### src/rtl/lpr_pkg.sv
package lpr_pkg;

   localparam int NUM_CH = 2;

   typedef enum logic [1:0] {
      PS_IDLE   = 2'd0,
      PS_ACTIVE = 2'd1,
      PS_GAP    = 2'd2
   } pulse_st_e;

   typedef enum logic [1:0] {
      STRAP_LOW  = 2'b00,
      STRAP_OPEN = 2'b01,
      STRAP_ALT  = 2'b10,
      STRAP_HIGH = 2'b11
   } strap_e;

endpackage

### src/rtl/lpr_sync.sv
module lpr_sync #(
   parameter int         W       = 1,
   parameter logic [W-1:0] RST_VAL = '0
) (
   input  logic         clk,
   input  logic         rst_n,
   input  logic [W-1:0] d_i,
   output logic [W-1:0] q_o
);

   logic [W-1:0] stage1;
   logic [W-1:0] stage2;

   always_ff @(posedge clk or negedge rst_n) begin
      if (!rst_n) begin
         stage1 <= RST_VAL;
         stage2 <= RST_VAL;
      end else begin
         stage1 <= d_i;
         stage2 <= stage1;
      end
   end

   assign q_o = stage2;

endmodule

### src/rtl/lpr_press.sv
module lpr_press #(
   parameter int CW = 8
) (
   input  logic          clk,
   input  logic          rst_n,
   input  logic          btn_a_n,
   input  logic          btn_b_n,
   input  logic          tick,
   input  logic [CW-1:0] limit,
   output logic          fire_o
);

   logic          both_low;
   logic          armed;
   logic [CW-1:0] cnt;
   logic          at_end;

   assign both_low = !btn_a_n && !btn_b_n;
   assign at_end   = (cnt == limit - 1'b1);

   always_ff @(posedge clk or negedge rst_n) begin
      if (!rst_n) begin
         cnt   <= '0;
         armed <= 1'b1;
      end else if (!both_low) begin
         cnt   <= '0;
         armed <= 1'b1;
      end else if (armed && tick) begin
         if (at_end) begin
            cnt   <= '0;
            armed <= 1'b0;
         end else begin
            cnt <= cnt + 1'b1;
         end
      end
   end

   assign fire_o = both_low && armed && tick && at_end;

   // a completion needs the buttons already down in the cycle before
   p_fire_after_low_r1: assert property (@(posedge clk) disable iff (!rst_n)
      fire_o |-> $past(both_low));

   // one completion per hold
   p_single_fire_r12: assert property (@(posedge clk) disable iff (!rst_n)
      fire_o |=> !fire_o);

   // a release stops any completion in the following cycle
   p_release_blocks_r3: assert property (@(posedge clk) disable iff (!rst_n)
      !both_low |=> !fire_o || $past(both_low));

endmodule

### src/rtl/lpr_pulse.sv
module lpr_pulse
   import lpr_pkg::*;
#(
   parameter int PW     = 8,
   parameter int GAP_TK = 10
) (
   input  logic          clk,
   input  logic          rst_n,
   input  logic          hold,
   input  logic          start,
   input  logic          tick,
   input  logic [PW-1:0] len,
   output logic          act_o,
   output logic          ready_o
);

   localparam logic [PW-1:0] GAP_LAST = PW'(GAP_TK - 1);

   pulse_st_e     state;
   logic [PW-1:0] cnt;
   logic [PW-1:0] len_eff;

   assign len_eff = (len == '0) ? PW'(1) : len;

   always_ff @(posedge clk or negedge rst_n) begin
      if (!rst_n) begin
         state <= PS_ACTIVE;
         cnt   <= '0;
      end else if (hold) begin
         state <= PS_ACTIVE;
         cnt   <= '0;
      end else begin
         case (state)
            PS_IDLE: begin
               if (start) begin
                  state <= PS_ACTIVE;
                  cnt   <= '0;
               end
            end
            PS_ACTIVE: begin
               if (tick) begin
                  if (cnt == len_eff - 1'b1) begin
                     state <= PS_GAP;
                     cnt   <= '0;
                  end else begin
                     cnt <= cnt + 1'b1;
                  end
               end
            end
            PS_GAP: begin
               if (tick) begin
                  if (cnt == GAP_LAST) begin
                     state <= PS_IDLE;
                     cnt   <= '0;
                  end else begin
                     cnt <= cnt + 1'b1;
                  end
               end
            end
            default: begin
               state <= PS_IDLE;
               cnt   <= '0;
            end
         endcase
      end
   end

   assign act_o   = (state == PS_ACTIVE);
   assign ready_o = (state == PS_IDLE);

   // a held supply-low keeps the output active
   p_hold_active_r8: assert property (@(posedge clk) disable iff (!rst_n)
      hold |=> act_o);

   // a finished pulse is followed by a quiet cycle unless supply-low
   p_gap_quiet_r10: assert property (@(posedge clk) disable iff (!rst_n)
      $fell(act_o) && !hold |=> !act_o);

   // an accepted start from idle produces a pulse
   p_start_idle_r10: assert property (@(posedge clk) disable iff (!rst_n)
      start && ready_o |=> act_o);

endmodule

### src/rtl/lp_reset_ctrl.sv
module lp_reset_ctrl
   import lpr_pkg::*;
#(
   parameter int SETUP_LO_TK     = 2000,
   parameter int SETUP_MID_TK    = 6000,
   parameter int SETUP_HI_TK     = 10000,
   parameter int PULSE2_SHORT_TK = 210,
   parameter int PULSE2_LONG_TK  = 360,
   parameter bit PULSE2_LONG     = 1'b0,
   parameter int GAP_TK          = 10,
   parameter int PLEN1_W         = 12
) (
   input  logic               clk,
   input  logic               rst_n,
   input  logic               btn0_n_i,
   input  logic               btn1_n_i,
   input  logic [1:0]         dly_sel_i,
   input  logic               supply_low_i,
   input  logic               tick_en_i,
   input  logic [PLEN1_W-1:0] plen1_i,
   output logic               rst_hi_o,
   output logic               rst_lo_n_o
);

   localparam int P2_LEN    = PULSE2_LONG ? PULSE2_LONG_TK : PULSE2_SHORT_TK;
   localparam int CW        = $clog2(SETUP_HI_TK + 1);
   localparam int PLEN1_MAX = (1 << PLEN1_W) - 1;
   localparam int PM_A      = (PLEN1_MAX > P2_LEN) ? PLEN1_MAX : P2_LEN;
   localparam int PM_B      = (PM_A > GAP_TK) ? PM_A : GAP_TK;
   localparam int PW        = $clog2(PM_B + 1);

   if (SETUP_LO_TK < 2) begin : g_bad_lo
      $error("SETUP_LO_TK must be at least 2");
   end
   if ((SETUP_MID_TK < SETUP_LO_TK) || (SETUP_HI_TK < SETUP_MID_TK)) begin : g_bad_order
      $error("setup times must be ordered LO <= MID <= HI");
   end
   if (GAP_TK < 1) begin : g_bad_gap
      $error("GAP_TK must be at least 1");
   end
   if (P2_LEN < 1) begin : g_bad_p2
      $error("second pulse length must be at least 1");
   end

   // input synchronizers; the supply flag starts asserted for power-on reset
   logic [1:0] btn_s;
   logic       uv_s;

   lpr_sync #(.W(2), .RST_VAL(2'b11)) u_btn_sync (
      .clk   (clk),
      .rst_n (rst_n),
      .d_i   ({btn1_n_i, btn0_n_i}),
      .q_o   (btn_s)
   );

   lpr_sync #(.W(1), .RST_VAL(1'b1)) u_uv_sync (
      .clk   (clk),
      .rst_n (rst_n),
      .d_i   (supply_low_i),
      .q_o   (uv_s)
   );

   // strap captured while in reset only
   strap_e        strap_q;
   logic [CW-1:0] limit;

   always_ff @(posedge clk) begin
      if (!rst_n) begin
         strap_q <= strap_e'(dly_sel_i);
      end
   end

   always_comb begin
      case (strap_q)
         STRAP_LOW:  limit = CW'(SETUP_LO_TK);
         STRAP_HIGH: limit = CW'(SETUP_HI_TK);
         default:    limit = CW'(SETUP_MID_TK);
      endcase
   end

   logic fire;

   lpr_press #(.CW(CW)) u_press (
      .clk     (clk),
      .rst_n   (rst_n),
      .btn_a_n (btn_s[0]),
      .btn_b_n (btn_s[1]),
      .tick    (tick_en_i),
      .limit   (limit),
      .fire_o  (fire)
   );

   // pulse channels: 0 drives the active-high output, 1 the active-low output
   logic [PW-1:0]     len_ch [NUM_CH];
   logic [NUM_CH-1:0] act_ch;
   logic [NUM_CH-1:0] ready_ch;
   logic              start_all;

   assign len_ch[0] = PW'(plen1_i);
   assign len_ch[1] = PW'(P2_LEN);
   assign start_all = fire && (&ready_ch);

   for (genvar ch = 0; ch < NUM_CH; ch++) begin : g_ch
      lpr_pulse #(.PW(PW), .GAP_TK(GAP_TK)) u_pulse (
         .clk     (clk),
         .rst_n   (rst_n),
         .hold    (uv_s),
         .start   (start_all),
         .tick    (tick_en_i),
         .len     (len_ch[ch]),
         .act_o   (act_ch[ch]),
         .ready_o (ready_ch[ch])
      );
   end

   assign rst_hi_o   = act_ch[0];
   assign rst_lo_n_o = ~act_ch[1];

   // an accepted press drives both outputs active in the next cycle
   p_joint_start_r4: assert property (@(posedge clk) disable iff (!rst_n)
      start_all |=> (rst_hi_o && !rst_lo_n_o));

   // a completion while either channel is busy changes no idle output
   p_busy_drop_r10: assert property (@(posedge clk) disable iff (!rst_n)
      fire && !(&ready_ch) && !uv_s && !rst_hi_o |=> !rst_hi_o);

endmodule

### config.mk
export PLATFORM = sky130hd
export DESIGN_NAME = lp_reset_ctrl
export DESIGN_NICKNAME = d
export VERILOG_FILES = /design/src/rtl/lpr_pkg.sv /design/src/rtl/lpr_sync.sv /design/src/rtl/lpr_press.sv /design/src/rtl/lpr_pulse.sv /design/src/rtl/lp_reset_ctrl.sv
export SDC_FILE = /design/constraint.sdc
export NUM_CORES = 1
export LEC_CHECK = 0
export CORE_MARGIN = 1.5
export CORE_UTILIZATION = 54
export DETAILED_ROUTE_END_ITERATION = 8
export PLACE_DENSITY = 0.71
export SLEW_MARGIN = 20
export SYNTH_ARGS = -nofsm -noshare
export SYNTH_HDL_FRONTEND = slang
export SYNTH_SLANG_ARGS = --single-unit
### constraint.sdc
create_clock -name clk -period 5.33 [get_ports clk]
set_input_delay 1.599 -clock clk [delete_from_list [all_inputs] [get_ports clk]]
set_output_delay 1.599 -clock clk [all_outputs]
set_load 0.1 [all_outputs]
==> impl_metrics.ini, run 1 <==
[run_status]
status = complete, no violations

[cells_and_area]
mostFrequentLayoutCell = dfrtp_1
layout.nets = 424
area_growth_pct = 9.85
final_util = 0.619
post_route_cells_drive_above_1_share = 0.0921
antenna_cells = 0
final_cell_mix = dfrtp_1 (40), nor2_1 (39), nand2_1 (30), o21ai_0 (23), clkdlybuf4s50_1 (20)

[power]
p_leak_nw = 1.52
peakVddDrop_uv = 170
power_density_nw_per_um2 = 218

[clock_network]
cts_resized = 0
cts_tree = built
cts_setup_buffers = 0
cts-root-buf = clkbuf_8
clkTransAtPathRegs_ns = 0.10
numCtsBuffers = 5
clock_path_buffers = 2
clock-sinks = 51
cts_hold_buf = 0
htreeDepth = 2
clock_latency_ns = 0.31

[yosys]
ys_types = 57
syn_avg_cell_area_sq_um = 8.90
yosysSeqAreaShare = 0.387
netlist_area_sq_um = 3350
ys_ff_latch = 51
async_flop_share = 0.961
syn-instance-count = 377
ys.flop_type = dfrtp_1
synth_nets = 411
ys_warn_count = 0
synth-edff-count = 2

[timing]
fin_tns_setup_ns = 0
fin_crit_sh = 0.866
fin_ws_ns = 0.714
maxSlewViolCount = 0
fmax_ghz = 0.217
slew_headroom = 0.341
finClkSkew_ns = 0.0145
setup_viol_count_final = 0
rsz0062_at_grt = false
layout_min_cycle_time_ns = 4.62
hold_viol = 0
worst_pin_slew_ns = 0.986

[worst_setup_path]
crit_end = g_ch[0].u_pulse.cnt[9]
worstPathArrival_ns = 4.80
worst-path-buf-inv = 1
slowest_delay_ns = 0.50
slowest_stage = clkdlybuf4s50_1
cp.depth = 13
cp.required_ns = 5.52
r2r_cells = 7
r2r_start = u_press.cnt[11]
cp_cell_sequence = clkdlybuf4s50_1 -> nor3_1 -> nand3_1 -> nor2_1 -> a21oi_1 -> ha_1 -> nor3b_1 -> a2111oi_0 -> a31oi_1 -> nor3_1 -> o211a_4 -> nor2_1 -> a221o_1
critPathCaptureType = flip-flop
worst-path-max-fanout = 15
critical_path.top_delay_family = simple AND/OR/NAND/NOR gates
critPathLaunch = plen1_i[11]
critPathLaunchType = input port
r2r_setup_slack_ns = 2.54
r2r-end = g_ch[0].u_pulse.cnt[6]
worstSetupPathType = input port to flip-flop

[worst_hold_path]
hp-class = flip-flop to flip-flop

[placement]
dpl_worst_slack_ns = 0.431
hpwl_mm = 4.92
routabilityCongestion = 0.828
numPortBuffers = 21

[floorplan]
initial_core_util = 0.563
fp.dieW_microns = 81.8
fp.coreArea_sq_um = 5960
fp-row-count = 28
ios = 22
die_area_sq_um = 6690
die_h_microns = 81.8

[global_routing]
antenna_found_initial = 0
grt_pass1_wl_mm = 11.6
grt_start_max_net_pins = 33
grt_pass1_vias = 2493
track_usage = 0.223
grt_overflow_total = 0

[routing]
routed_wl_mm = 6.89
routed_via_density = 6.00
drc = 0
antenna_left = 0
wl_per_cell_microns = 14.8
vias = 2797
drtIter0Drc = 146
drtPass1Iterations = 5

[job]
cap_violations = 0
[cell usage after synthesis, types with 4 or more instances]
cell      count  share of area
or3_1         4         0.0075
nor2b_1       8          0.015
xor2_1       12          0.031
a21oi_1      16          0.024
a221o_1       7          0.021
dfstp_2       9          0.070
nor3b_1       4         0.0090
nand2_1      30          0.034
nand4b_1      5          0.013
o31ai_1       7          0.016
or2_2         4         0.0075
ha_1         14          0.052
xnor2_1      14          0.037
nor4_1        7          0.013
inv_1        13          0.015
dfrtp_1      40           0.30
nor2_1       39          0.044
and3_1        9          0.017
nand2b_1      6          0.011
nand4_1       5         0.0093
o21ai_0      23          0.034
nor3_1       17          0.025
clkbuf_1     13          0.015
nand3_1      18          0.027
[final cells by class]
class,count,area [sq um]
Inverter,13,48.8
Sequential cell,51,1300
Clock inverter,2,13.8
Timing Repair Buffer,23,220
Multi-Input combinational cell,296,1940
Tap cell,75,93.8
Clock buffer,6,72.6
Fill cell,524,2270
[report_power, final]
| part | switching [mW] | total [mW] | internal [mW] | leakage [nW] |
|---|---|---|---|---|
| registers | 0.0208 | 0.427 | 0.406 | 0.669 |
| clock network | 0.131 | 0.224 | 0.0930 | 0.0452 |
| logic | 0.0921 | 0.153 | 0.0610 | 0.802 |
| total | 0.244 | 0.804 | 0.560 | 1.52 |
[routing by layer]
metal / vias to the layer above / part of all wire / track usage
met5: - / 0 / 0
met4: 0 / 0.0083 / 0.0542
met3: 5 / 0.041 / 0.0489
met2: 60 / 0.46 / 0.358
met1: 1336 / 0.49 / 0.306
li1: 1396 / - / -
[cell families (layout without fill, tap and decap cells)]
| kind of cell | count (synthesis) | in the layout | synth area share |
|---|---|---|---|
| AND/OR/NAND/NOR | 176 | 176 | 0.287 |
| multiplexers | 3 | 3 | 0.00970 |
| AO/OA/AOI/OAI | 77 | 77 | 0.158 |
| flip-flops | 51 | 51 | 0.387 |
| adder cells (fa/ha/maj) | 14 | 14 | 0.0522 |
| XOR/XNOR | 26 | 26 | 0.0679 |
| buffers and inverters | 30 | 44 | 0.0388 |
[sequential cells by signal, indices dropped and copies added (netlist names), 2 cells and up]
register,count
u_btn_sync.q_o,2
strap_q,2
u_press.cnt,14
u_btn_sync.stage1,2
g_ch.u_pulse.cnt,24
g_ch.u_pulse.state,4
[stage by stage]
stage / total power, mW / hold slack, ns / instance area, sq um / std cells
floorplan: 0.534 / 0.345 / 3350 / 377
global placement: 0.583 / 0.346 / 3590 / 458
detailed placement: 0.585 / 0.348 / 3590 / 458
CTS: 0.809 / 0.363 / 3680 / 466
global route: 0.847 / 0.365 / 3680 / 466
finish: 0.804 / 0.364 / 3680 / 466
[how the worst min path moves through the flow]
stage	slack [ns]	from	cells after the start	endpoint
5_1_grt	0.37	u_btn_sync.stage1[0]	0	u_btn_sync.q_o[0]
3_3_place_gp	0.35	u_btn_sync.stage1[0]	0	u_btn_sync.q_o[0]
2_1_floorplan	0.35	u_btn_sync.stage1[0]	0	u_btn_sync.q_o[0]
4_1_cts	0.36	u_btn_sync.stage1[0]	0	u_btn_sync.q_o[0]
6_report	0.36	u_btn_sync.stage1[0]	0	u_btn_sync.q_o[0]
3_5_place_dp	0.35	u_uv_sync.stage1	0	u_uv_sync.q_o
(Power assumes the default switching activity.)
==> run 2, diff against run 1 <==
--- a/config.mk
+++ b/config.mk
@@ -5,10 +5,11 @@
 export SDC_FILE = /design/constraint.sdc
 export NUM_CORES = 1
 export LEC_CHECK = 0
+export CAP_MARGIN = 15
 export CORE_MARGIN = 1.5
-export CORE_UTILIZATION = 54
+export CORE_UTILIZATION = 50
 export DETAILED_ROUTE_END_ITERATION = 8
-export PLACE_DENSITY = 0.71
+export PLACE_DENSITY = 0.66
 export SLEW_MARGIN = 20
 export SYNTH_ARGS = -nofsm -noshare
 export SYNTH_HDL_FRONTEND = slang
==> run 2 against run 1 <==
Effect of this change:
- the run now ends with DRC left
- flip-flop and latch count is the same
- worst setup slack got worse by 0.018 ns
- total power is 13% higher
- first-iteration DRC count decreased by 27%
- register-to-register slack gained 0.10 ns
- core utilization shrank 3.6 points
- cell area up 1.5%
- largest cell class unchanged
- clock skew grew 0.0014 ns
- global-route usage shrank 1.4 points
==> impl_metrics.ini, run 2 (same netlist as run 1, synthesis figures left out) <==
[timing]
fin_crit_sh = 0.869
fmax_ghz = 0.216
finClkSkew_ns = 0.0159
rsz0062_at_grt = false
maxSlewViolCount = 0
worst_pin_slew_ns = 0.972
layout_min_cycle_time_ns = 4.63
hold_viol = 0
holdWs_ns = 0.361
fin_tns_setup_ns = 0
slew_headroom = 0.350
setup_viol_count_final = 0
fin_ws_ns = 0.696

[worst_setup_path]
r2r-end = g_ch[0].u_pulse.cnt[8]
r2r_setup_slack_ns = 2.64
cp.required_ns = 5.54
critPathLaunchType = input port
r2r_start = g_ch[0].u_pulse.cnt[6]
worst-path-max-fanout = 15
r2r_cells = 7
critPathCaptureType = flip-flop
critPathLaunch = plen1_i[11]
worstPathArrival_ns = 4.85
worstSetupPathType = input port to flip-flop

[global_routing]
grt_pass1_wl_mm = 12.4
track_usage = 0.209
grt_overflow_total = 0
grt_start_max_net_pins = 50
grt_pass1_vias = 2689
antenna_found_initial = 0

[floorplan]
fp.dieW_microns = 84.9
die_area_sq_um = 7210
die_h_microns = 84.9
ios = 22
fp-row-count = 29
initial_core_util = 0.522
fp.coreArea_sq_um = 6420

[routing]
drc = 1
routed_via_density = 5.89
drtIter0Drc = 107
wl_per_cell_microns = 15.0
drtPass1Iterations = 6
antenna_left = 0
vias = 2762
routed_wl_mm = 7.03

[cells_and_area]
layout.nets = 425
stdcell_area_sq_um = 3740
final_util = 0.583
mostFrequentLayoutCell = dfrtp_1
post_route_cells_drive_above_1_share = 0.0969
largest_reg_flops = 24
finalNonFillerCells = 469
area_growth_pct = 11.5
regMostFlops = g_ch.u_pulse.cnt
final_cell_mix = dfrtp_1 (40), nor2_1 (39), nand2_1 (30), o21ai_0 (23), clkdlybuf4s50_1 (20)
antenna_cells = 0
fillers = 554
reg_top3 = g_ch.u_pulse.cnt (24), u_press.cnt (14), g_ch.u_pulse.state (4)

[worst_hold_path]
min_from = u_btn_sync.stage1[0]
whs_path_depth = 0
hp-class = flip-flop to flip-flop
holdPathEnd = u_btn_sync.q_o[0]

[clock_network]
cts-root-buf = clkbuf_8
cts_setup_buffers = 0
clock_latency_ns = 0.31
cts_tree = built
cts_hold_buf = 0
clock_path_buffers = 2
htreeDepth = 2
cts_resized = 0
clock-sinks = 51
clkTransAtPathRegs_ns = 0.11
numCtsBuffers = 5

[run_status]
violations = DRC
status = finished with violations

[power]
finalPower_mw = 0.911
power_frac_clock = 0.363
peakVddDrop_uv = 228
power_density_nw_per_um2 = 243
swShare = 0.277
intPower_mw = 0.658
p_leak_nw = 1.55
pwr-share-comb = 0.168
p_switching_mw = 0.253
power_frac_seq = 0.469

[placement]
routabilityCongestion = 0.822
numPortBuffers = 21
hpwl_mm = 5.01
placed_area_sq_um = 3600
dp_cells = 461
dpl_worst_slack_ns = 0.385

[job]
cap_violations = 0
run 2: critical path, cell delays in order:
cell and delay (ns):
clkdlybuf4s50_1 0.50, nor3_1 0.46, nand3_1 0.14, nor2_1 0.11
a21oi_1 0.08, ha_1 0.24, nor3b_1 0.18, a2111oi_0 0.44
a31oi_1 0.07, nor3_1 0.23, o211a_4 0.32, nor2_1 0.16
a221o_1 0.32
run 2: per-layer routing:
layer	global-route usage	part of all wire
met2	0.351	0.48
met4	0.0581	0.010
met3	0.0263	0.024
met1	0.285	0.49
met5	0	0
run 2: how the worst max path moves through the flow:
stage                             end  slack [ns]  cells after the start
2_1_floorplan  g_ch[0].u_pulse.cnt[2]        1.31                     14
3_3_place_gp   g_ch[0].u_pulse.cnt[4]        0.50                     13
3_5_place_dp   g_ch[0].u_pulse.cnt[2]        0.39                     13
4_1_cts        g_ch[0].u_pulse.cnt[8]        0.72                     13
5_1_grt        g_ch[0].u_pulse.cnt[8]        0.37                     13
6_report       g_ch[0].u_pulse.cnt[8]        0.70                     13
run 2: area by class of cell:
class                      instances  area [sq um]  area share
multi-input combinational        296          1930       0.516
inverter                          13          48.8      0.0130
clock inverter                     3          71.3      0.0191
sequential                        51          1300       0.347
clock buffer                       5          68.8      0.0184
timing repair buffer              24           228      0.0609
tap                               77          96.3      0.0258
run 2: power by group through the flow:
stage / combinational [mW] / sequential (mW) / clock [mW]
finish: 0.153 / 0.428 / 0.330
floorplan: 0.108 / 0.425 / 0
global placement: 0.151 / 0.434 / 0
CTS: 0.154 / 0.428 / 0.339
global route: 0.173 / 0.431 / 0.351
detailed placement: 0.153 / 0.435 / 0
